--- src/rtl/alm_pkg.sv ---
`timescale 1ns/1ps
// Shared constants for the calendar alarm comparator.
// Assumes byte-wide registers and four alarm fields in the order
// minute, hour, day of month, weekday.
package alm_pkg;
    localparam int DW       = 8;
    localparam int NF       = 4;
    localparam int AW       = 4;
    localparam logic [AW-1:0] CTRL_ADDR = 4'h1;
    localparam logic [AW-1:0] ALM_BASE  = 4'h9;
    localparam int FLAG_BIT = 3;
    localparam int IE_BIT   = 1;
    localparam int DIS_BIT  = 7;
    localparam logic [DW-1:0] ALM_RESET = 8'h80;

    // Bits that take part in the comparison for field idx
    function automatic logic [DW-1:0] fld_mask(input int idx);
        case (idx)
            0:       fld_mask = 8'h7F;
            1:       fld_mask = 8'h3F;
            2:       fld_mask = 8'h3F;
            default: fld_mask = 8'h07;
        endcase
    endfunction
endpackage

--- src/rtl/alm_field_cmp.sv ---
`timescale 1ns/1ps
// One alarm field compare. Reports whether the field is switched on and
// whether it is satisfied (disabled fields are always satisfied).
// Assumes both bytes are packed BCD; bits outside MASK are ignored.
module alm_field_cmp #(
    parameter int DW = 8,
    parameter logic [DW-1:0] MASK = 8'h7F,
    parameter int DIS = 7
) (
    input  logic [DW-1:0] alarm_byte,
    input  logic [DW-1:0] cur_byte,
    output logic          fld_en,
    output logic          fld_hit
);
    // Field enable and masked equality
    always_comb begin
        fld_en  = !alarm_byte[DIS];
        fld_hit = !fld_en || ((cur_byte & MASK) == (alarm_byte & MASK));
    end
endmodule

--- src/rtl/alm_regs.sv ---
`timescale 1ns/1ps
// Register store for the alarm bytes and the interrupt enable, plus the
// read mux. Produces a clear request for the flag on a control write with
// the flag bit at 0. Assumes writes take effect on the next clock edge.
module alm_regs
    import alm_pkg::*;
#(
    parameter int N = NF
) (
    input  logic                clk,
    input  logic                rst_n,
    input  logic                reg_wr,
    input  logic [AW-1:0]       reg_addr,
    input  logic [DW-1:0]       reg_wdata,
    input  logic                flag,
    output logic [N-1:0][DW-1:0] alarm_q,
    output logic                ie_q,
    output logic                clr_req,
    output logic [DW-1:0]       reg_rdata
);
    logic ctrl_sel;
    assign ctrl_sel = (reg_addr == CTRL_ADDR);

    // Alarm byte and enable storage
    always_ff @(posedge clk) begin
        if (!rst_n) begin
            for (int i = 0; i < N; i++) alarm_q[i] <= ALM_RESET;
            ie_q <= 1'b0;
        end else if (reg_wr) begin
            if (ctrl_sel) ie_q <= reg_wdata[IE_BIT];
            for (int i = 0; i < N; i++)
                if (reg_addr == ALM_BASE + AW'(i)) alarm_q[i] <= reg_wdata;
        end
    end

    // Clear request: control write carrying a 0 in the flag position
    assign clr_req = reg_wr && ctrl_sel && !reg_wdata[FLAG_BIT];

    // Read mux
    always_comb begin
        reg_rdata = '0;
        if (ctrl_sel) begin
            reg_rdata[FLAG_BIT] = flag;
            reg_rdata[IE_BIT]   = ie_q;
        end
        for (int i = 0; i < N; i++)
            if (reg_addr == ALM_BASE + AW'(i)) reg_rdata = alarm_q[i];
    end
endmodule

--- src/rtl/alm_flag.sv ---
`timescale 1ns/1ps
// Sticky alarm flag. Set by a full match on the minute strobe, cleared by
// software; a set on the same edge as a clear wins.
// Assumes tick is a single-cycle strobe.
module alm_flag (
    input  logic clk,
    input  logic rst_n,
    input  logic tick,
    input  logic any_en,
    input  logic all_hit,
    input  logic clr_req,
    output logic flag
);
    logic set_ev;
    assign set_ev = tick && any_en && all_hit;

    // Flag register with set priority
    always_ff @(posedge clk) begin
        if (!rst_n)       flag <= 1'b0;
        else if (set_ev)  flag <= 1'b1;
        else if (clr_req) flag <= 1'b0;
    end

    AST_RISE_NEEDS_TICK: assert property (@(posedge clk) disable iff (!rst_n)
        $rose(flag) |-> $past(tick));
    AST_STICKY: assert property (@(posedge clk) disable iff (!rst_n)
        (flag && !clr_req) |=> flag);
    AST_ALL_OFF_NO_SET: assert property (@(posedge clk) disable iff (!rst_n)
        (!flag && !any_en) |=> !flag);
    AST_SW_CANNOT_SET: assert property (@(posedge clk) disable iff (!rst_n)
        (!flag && !(tick && all_hit)) |=> !flag);
    AST_SET_BEATS_CLEAR: assert property (@(posedge clk) disable iff (!rst_n)
        (tick && any_en && all_hit && clr_req) |=> flag);
endmodule

--- src/rtl/cal_alarm_match.sv ---
`timescale 1ns/1ps
// Calendar alarm comparator top. Compares four BCD calendar fields with
// four alarm bytes on each minute strobe and drives an active-low level
// interrupt from the sticky flag and its enable.
// Assumes calendar inputs are stable while minute_tick is high.
module cal_alarm_match
    import alm_pkg::*;
#(
    parameter int N = NF
) (
    input  logic          clk,
    input  logic          rst_n,
    input  logic          minute_tick,
    input  logic [DW-1:0] cur_min,
    input  logic [DW-1:0] cur_hour,
    input  logic [DW-1:0] cur_mday,
    input  logic [DW-1:0] cur_wday,
    input  logic          reg_wr,
    input  logic [AW-1:0] reg_addr,
    input  logic [DW-1:0] reg_wdata,
    output logic [DW-1:0] reg_rdata,
    output logic          irq_n
);
    logic [N-1:0][DW-1:0] alarm_q;
    logic [N-1:0][DW-1:0] cur_f;
    logic [N-1:0]         en_v;
    logic [N-1:0]         hit_v;
    logic                 ie_q, clr_req, flag;

    assign cur_f = {cur_wday, cur_mday, cur_hour, cur_min};

    alm_regs #(.N(N)) u_regs (
        .clk(clk), .rst_n(rst_n), .reg_wr(reg_wr), .reg_addr(reg_addr),
        .reg_wdata(reg_wdata), .flag(flag), .alarm_q(alarm_q), .ie_q(ie_q),
        .clr_req(clr_req), .reg_rdata(reg_rdata)
    );

    for (genvar g = 0; g < N; g++) begin : g_fld
        alm_field_cmp #(.DW(DW), .MASK(fld_mask(g)), .DIS(DIS_BIT)) u_cmp (
            .alarm_byte(alarm_q[g]), .cur_byte(cur_f[g]),
            .fld_en(en_v[g]), .fld_hit(hit_v[g])
        );
    end

    alm_flag u_flag (
        .clk(clk), .rst_n(rst_n), .tick(minute_tick), .any_en(|en_v),
        .all_hit(&hit_v), .clr_req(clr_req), .flag(flag)
    );

    // Level-low interrupt
    assign irq_n = !(flag && ie_q);

    AST_IRQ_FOLLOWS_ENABLE: assert property (@(posedge clk) disable iff (!rst_n)
        (!ie_q) |-> irq_n);
endmodule

--- config.mk ---
export PLATFORM = sky130hd
export DESIGN_NAME = cal_alarm_match
export DESIGN_NICKNAME = d
export VERILOG_FILES = /design/src/rtl/alm_pkg.sv /design/src/rtl/alm_field_cmp.sv /design/src/rtl/alm_regs.sv /design/src/rtl/alm_flag.sv /design/src/rtl/cal_alarm_match.sv
export SDC_FILE = /design/constraint.sdc
export NUM_CORES = 1
export LEC_CHECK = 0
export ABC_AREA = 1
export BUFFER_PORTS_ARGS = -buffer_cell sky130_fd_sc_hd__buf_2
export CAP_MARGIN = 10
export CORE_MARGIN = 2
export CORE_UTILIZATION = 51
export DETAILED_ROUTE_END_ITERATION = 10
export PLACE_DENSITY_LB_ADDON = 0.12
export SLEW_MARGIN = 20
export SYNTH_ARGS = -nofsm -noshare
export SYNTH_HDL_FRONTEND = slang
export SYNTH_SLANG_ARGS = --single-unit
--- constraint.sdc ---
create_clock -name clk -period 1.34 [get_ports clk]
set_input_delay 0.268 -clock clk [delete_from_list [all_inputs] [get_ports clk]]
set_output_delay 0.268 -clock clk [all_outputs]
set_load 0.02 [all_outputs]
Yosys cells after proc, flatten, opt, wreduce, memory -nomap -nowiden
Index checks and enable logic that the tools add are counted.
{"block": "classes", "eq_ne": 9, "muxes": 8, "n_reduce_logical": 23}
{"op": "two-way mux 8 bit", "count": 4}
{"op": "== test 4 bit, second input constant", "count": 4}
{"op": "== test 6 bit", "count": 2}
{"op": "AND reduction 2 bit", "count": 5}
{"op": "== test 7 bit", "count": 1}
{"op": "zero test 1 bit", "count": 6}
{"op": "logical AND 1 bit", "count": 5}
{"op": "== test 4 x 1 -> 1 bit, second input constant", "count": 1}
{"op": "logical OR 1 bit", "count": 4}
{"op": "two-way mux 1 bit", "count": 4}
{"op": "AND reduction 4 bit", "count": 1}
{"op": "OR reduction 4 bit", "count": 1}
{"op": "== test 3 bit", "count": 1}
{"op": "nonzero test 2 bit", "count": 1}
{"block": "word_totals", "register_bits": 34, "in_bits": 48, "out_inout_bits": 9, "wordCells": 46}

Longest topological paths before layout
{"block": "depth", "depth_word": 6, "ltp_mapped": 10, "ltp_nobuf": 10}

Cells and area by module
From an unflattened synthesis, not the netlist that was laid out.
{"block": "unflattened", "cells_unflattened": 431, "area_unflattened_um2": 2303.5}
{"mod": "alm_regs", "n_inst": 1, "cells_per_inst": 292, "area_per_inst_um2": 1736.7, "seq_area_each_um2": 660.6}
{"mod": "alm_field_cmp (g_fld[1].u_cmp ...)", "n_inst": 2, "cells_per_inst": 36, "area_per_inst_um2": 138.9, "seq_area_each_um2": 0.0}
{"mod": "alm_field_cmp (g_fld[0].u_cmp)", "n_inst": 1, "cells_per_inst": 40, "area_per_inst_um2": 158.9, "seq_area_each_um2": 0.0}
{"mod": "alm_field_cmp (g_fld[3].u_cmp)", "n_inst": 1, "cells_per_inst": 14, "area_per_inst_um2": 58.8, "seq_area_each_um2": 0.0}
{"mod": "alm_flag", "n_inst": 1, "cells_per_inst": 6, "area_per_inst_um2": 45.0, "seq_area_each_um2": 20.0}
{"mod": "cal_alarm_match", "n_inst": 1, "cells_per_inst": 7, "area_per_inst_um2": 26.3, "seq_area_each_um2": 0.0}

Worst setup path before layout
No wires, ideal clock.
{"block": "synth_path", "path_kind": "input port to output port", "from": "input port reg_addr[3]", "to": "output port reg_rdata[4]", "t_arrival_ns": 1.074, "setup_slack_ns": -0.002, "cell_stages": 8, "n_path_buf": 0, "cell_sequence": "inv_2 nor2_4 nand2_2 nor2_4 inv_2 o22ai_1 a21oi_1 o21ai_0"}
{"block": "synth_between", "elab_chain_len": 5, "word_cells_on_any_way": 8, "classes_between": "eq/ne (4); mux (4)"}
{"element": "from (decl)", "line": "cal_alarm_match.sv:19", "text": "input logic [AW-1:0] reg_addr,"}
{"element": "== test 4 bit", "line": "alm_regs.sv:47", "text": "if (reg_addr == ALM_BASE + AW'(i)) reg_rdata = alarm_q[i];"}
{"element": "two-way mux 8 bit (3 in a row)", "line": "alm_regs.sv:47"}
{"element": "two-way mux 8 bit (*)", "line": "alm_regs.sv:47"}
{"element": "to (decl)", "line": "cal_alarm_match.sv:21", "text": "output logic [DW-1:0] reg_rdata,"}
Mark *: on every way between the ends. The rest lies on a longest branch, timed or not.

Worst setup path after layout
{"block": "layout_path", "from": "input port reg_addr[2]", "to": "output port reg_rdata[6]"}
The elaborated chain is that of the path after synthesis.

==> summary.md <==
| Metric | Value |
|---|---|
| Net Sw Power | `566 µW` |
| Number of DRC markers after the initial detailed-route iteration | `103` |
| Floorplan die width | `65.7 µm` |
| Power share of the sequential group | `0.488` |
| TritonCTS clock tree | `yes` |
| Area growth, synth to finish | `32.6%` |
| Setup TNS | `-864 ps` |
| Mapped cell area | `0.00194 mm²` |
| Final Skew | `3.69 ps` |
| Boundary pin count | `57` |
| Normalized max-slew margin | `0.792` |
| Max Freq | `670 MHz` |
| Max-slew violation count | `0` |
| Pre-CTS setup slack | `-228 ps` |
| Hold Crit Class | `input pin to flop` |
| Most common flop cell mapped by yosys | `sky130_fd_sc_hd__dfxtp_1` |
| Minimum period implied by the final worst setup slack | `1490 ps` |
| Wire length on met1 | `2450 µm` |
| Final RePlAce weighted congestion | `0.952` |
| Synthesized area per cell | `6.44 µm²` |
| Net count after synthesis | `350` |
| Post-layout utilization of the core | `0.704` |
| Area of combinational cells with multiple inputs | `0.00107 mm²` |
| CP Cell Sequence | `buf_8 > nor2_4 > nand2_2 > nor2_4 > buf_6 > nand2_1 > o2111ai_1 > buf_4` |
| Area of the die | `0.00432 mm²` |
| Count of unique library cells instantiated by Yosys | `28` |
| Total of flip-flops plus latches after synthesis | `34` |
| Hold Startpoint | `reg_wdata[7]` |
| Failing checks | `negative setup slack` |
| Clk root buf | `sky130_fd_sc_hd__clkbuf_8` |
| RSZ-0062 raised after global routing | `true` |
| Number of global-route vias before repair | `1961` |
| Maximum net fanout on the critical path | `5` |
| Fill cells | `339` |
| R2R Path Start | `u_regs.alarm_q[0]$_SDFFE_PN0P_` |
| Actual slew at the worst max-slew pin | `310 ps` |
| Crit path top cell by count | `sky130_fd_sc_hd__nor2_4` |
| DRT antenna net count | `0` |
| First-pass GRT wire length | `8650 µm` |
| Port bufs | `46` |
| Starting density of the core | `0.531` |
| Area of the core | `0.00366 mm²` |
| Part of the total power dissipated in the clock network | `0.348` |
| Synth Instances | `302` |
| Maximum vdd drop | `0.499 mV` |
| Total wirelength of the detailed-routed design | `5320 µm` |
| Clock input transition at the sequential cells of the worst setup and hold paths | `70 ps` |
| Leakage Power | `0.00124 µW` |
| Final std cells w/o fill | `417` |
| Total CTS buffers | `5` |
| Setup WS post-layout | `-153 ps` |
| Switching share of power | `0.263` |
| Total of warnings raised by yosys | `0` |
| CP Launch Point | `reg_addr[2]` |
| GRT Util Overall | `0.261` |
| Hold slack final | `284 ps` |
| Clock tree buffer depth | `2` |
| EDFF count, synth | `0` |
| Net count, final | `418` |
| Die outline height | `65.7 µm` |
| Detail Route met3 WL | `313 µm` |
| Number of vias per cell after detailed routing | `5.11` |
| Critical setup path kind | `input pin to output port` |
| Share of total power in combinational logic | `0.164` |
| Total overflow reported by the global router | `0` |
| Number of vias in the routed layout | `2132` |
| Sequential standard cell area | `687 µm²` |
| Number of placed instances, taps included | `403` |
| Share of the yosys chip area belonging to registers | `0.350` |
| Highest metal used | `met4` |
| Drt wl/cell | `12.8 µm` |
| Post-cts hold buffer count | `0` |
| Slowest cell delay on critical path | `180 ps` |
| Initial antenna violation count | `0` |
| CP max-delay cell | `sky130_fd_sc_hd__buf_4` |
| Clock latency reported for the late side of the worst-skew pair | `280 ps` |
| Placement Rows | `22` |
| Data required time of the worst path | `1070 ps` |
| DR pass1 iterations | `4` |
| Count of endpoints failing setup in the final report | `8` |
| Hold Violations, Final | `0` |
| Status | `complete, but fails checks` |
| Internal power consumption | `1590 µW` |
| Antenna diode count | `0` |
| Final period utilization | `1.11` |
| H-tree level count | `2` |
| Number of violations of the max-capacitance limit | `0` |
| Routed length on met2 | `2480 µm` |
| Critical Path Sink Type | `output port` |
| Half-perimeter wire length after detailed placement | `4030 µm` |
| Power density over cell area | `834 mW/mm²` |
| Remaining DRCs | `0` |
| Layout cell share with drive strength beyond 1 | `0.331` |
| Startpoint type of the worst setup path | `input pin` |
| Largest net degree at the start of global routing | `16` |
| Critical Path AT | `1220 ps` |
| FFs w/ async S/R, synth | `0` |
| Number of sinks driven by the clock tree | `34` |
## cell type report
type | count | share of cell area
Inverter | 58 | 0.0873
Multi-Input combinational cell | 203 | 0.415
Tap cell | 48 | 0.0233
Clock buffer | 6 | 0.0320
Timing Repair Buffer | 68 | 0.176
Sequential cell | 34 | 0.266
## sequential cells by signal, indices dropped and copies added (netlist names)
signal and cells:
u_flag.flag 1, u_regs.alarm_q 32, u_regs.ie_q 1
## worst max-delay path: cells and delay by family
kind / cells / cell delay, ps
buf+inv: 3 / 430
simple gates: 4 / 420
compound gates: 1 / 110
## per-stage QoR
step | power, µW | area [µm²]
2_1_floorplan | 1230 | 1940
3_3_place_gp | 1370 | 2280
3_5_place_dp | 1370 | 2280
4_1_cts | 2140 | 2520
5_1_grt | 2250 | 2580
6_report | 2150 | 2580
## cell usage in the layout (no fill, tap or decap), drive strengths merged
cell type,Yosys,routed
o21bai,1,1
a211oi,2,2
o211ai,1,1
nand2,87,87
nor4,1,1
dfxtp,34,34
a21oi,30,30
nand3,7,7
clkinv,1,1
buf,5,68
o21ai,32,32
clkbuf,2,6
xor2,3,3
nor2,27,27
o2111ai,4,4
xnor2,1,1
o22ai,4,4
nand4,3,3
inv,57,57
## synthesized netlist by cell type, types with 3 or more instances
cell type,count,area share
sky130_fd_sc_hd__nand2_1,84,0.16
sky130_fd_sc_hd__inv_1,50,0.097
sky130_fd_sc_hd__dfxtp_1,34,0.35
sky130_fd_sc_hd__a21oi_1,29,0.075
sky130_fd_sc_hd__nor2_1,22,0.042
sky130_fd_sc_hd__o21ai_1,17,0.044
sky130_fd_sc_hd__o21ai_0,15,0.039
sky130_fd_sc_hd__inv_2,7,0.014
sky130_fd_sc_hd__nand3_1,6,0.015
sky130_fd_sc_hd__buf_6,4,0.023
sky130_fd_sc_hd__o2111ai_1,4,0.018
sky130_fd_sc_hd__o22ai_1,4,0.013
sky130_fd_sc_hd__nand4_1,3,0.0097
sky130_fd_sc_hd__nor2_2,3,0.0097
sky130_fd_sc_hd__xor2_1,3,0.014
## power groups by stage
stage	sequential, µW	combinational [µW]	clock [µW]
after CTS	1050	337	752
after global routing	1050	393	803
after global placement	1070	296	0
after floorplan	1070	161	0
after detailed placement	1070	304	0
final	1050	353	749
## metal layers
metal | up-vias | global-route usage
li1 | 1092 | -
met4 | 0 | 0.0781
met5 | - | 0
met1 | 952 | 0.344
met2 | 75 | 0.426
met3 | 13 | 0.0565
## cell families (layout without fill, tap and decap cells)
kind of cell | after synthesis | after routing | share of synthesized area
AOI/OAI and AO/OA | 74 | 74 | 0.208
xor gates and xnor gates | 4 | 4 | 0.0180
and+or+nand+nor | 125 | 125 | 0.283
DFF | 34 | 34 | 0.350
buffers and inverters | 65 | 132 | 0.141
## path summary, 6_finish.rpt
check | to | slack [ps] | cells past startpoint
setup / recovery | reg_rdata[6] | -150 | 8
hold / removal | u_regs.alarm_q[7]$_SDFFE_PN1P_ | 280 | 3
setup reg to reg | u_flag.flag$_SDFFE_PN0P_ | 110 | 10
hold reg to reg | u_regs.alarm_q[29]$_SDFFE_PN0P_ | 450 | 2
## what timing repair did
item,4_1_cts,5_1_grt
pin swaps,8,2
gates resized for setup,30,23
buffers inserted,7,1
endpoints found under the setup margin,8,9
Power figures use the tool's default switching activity.
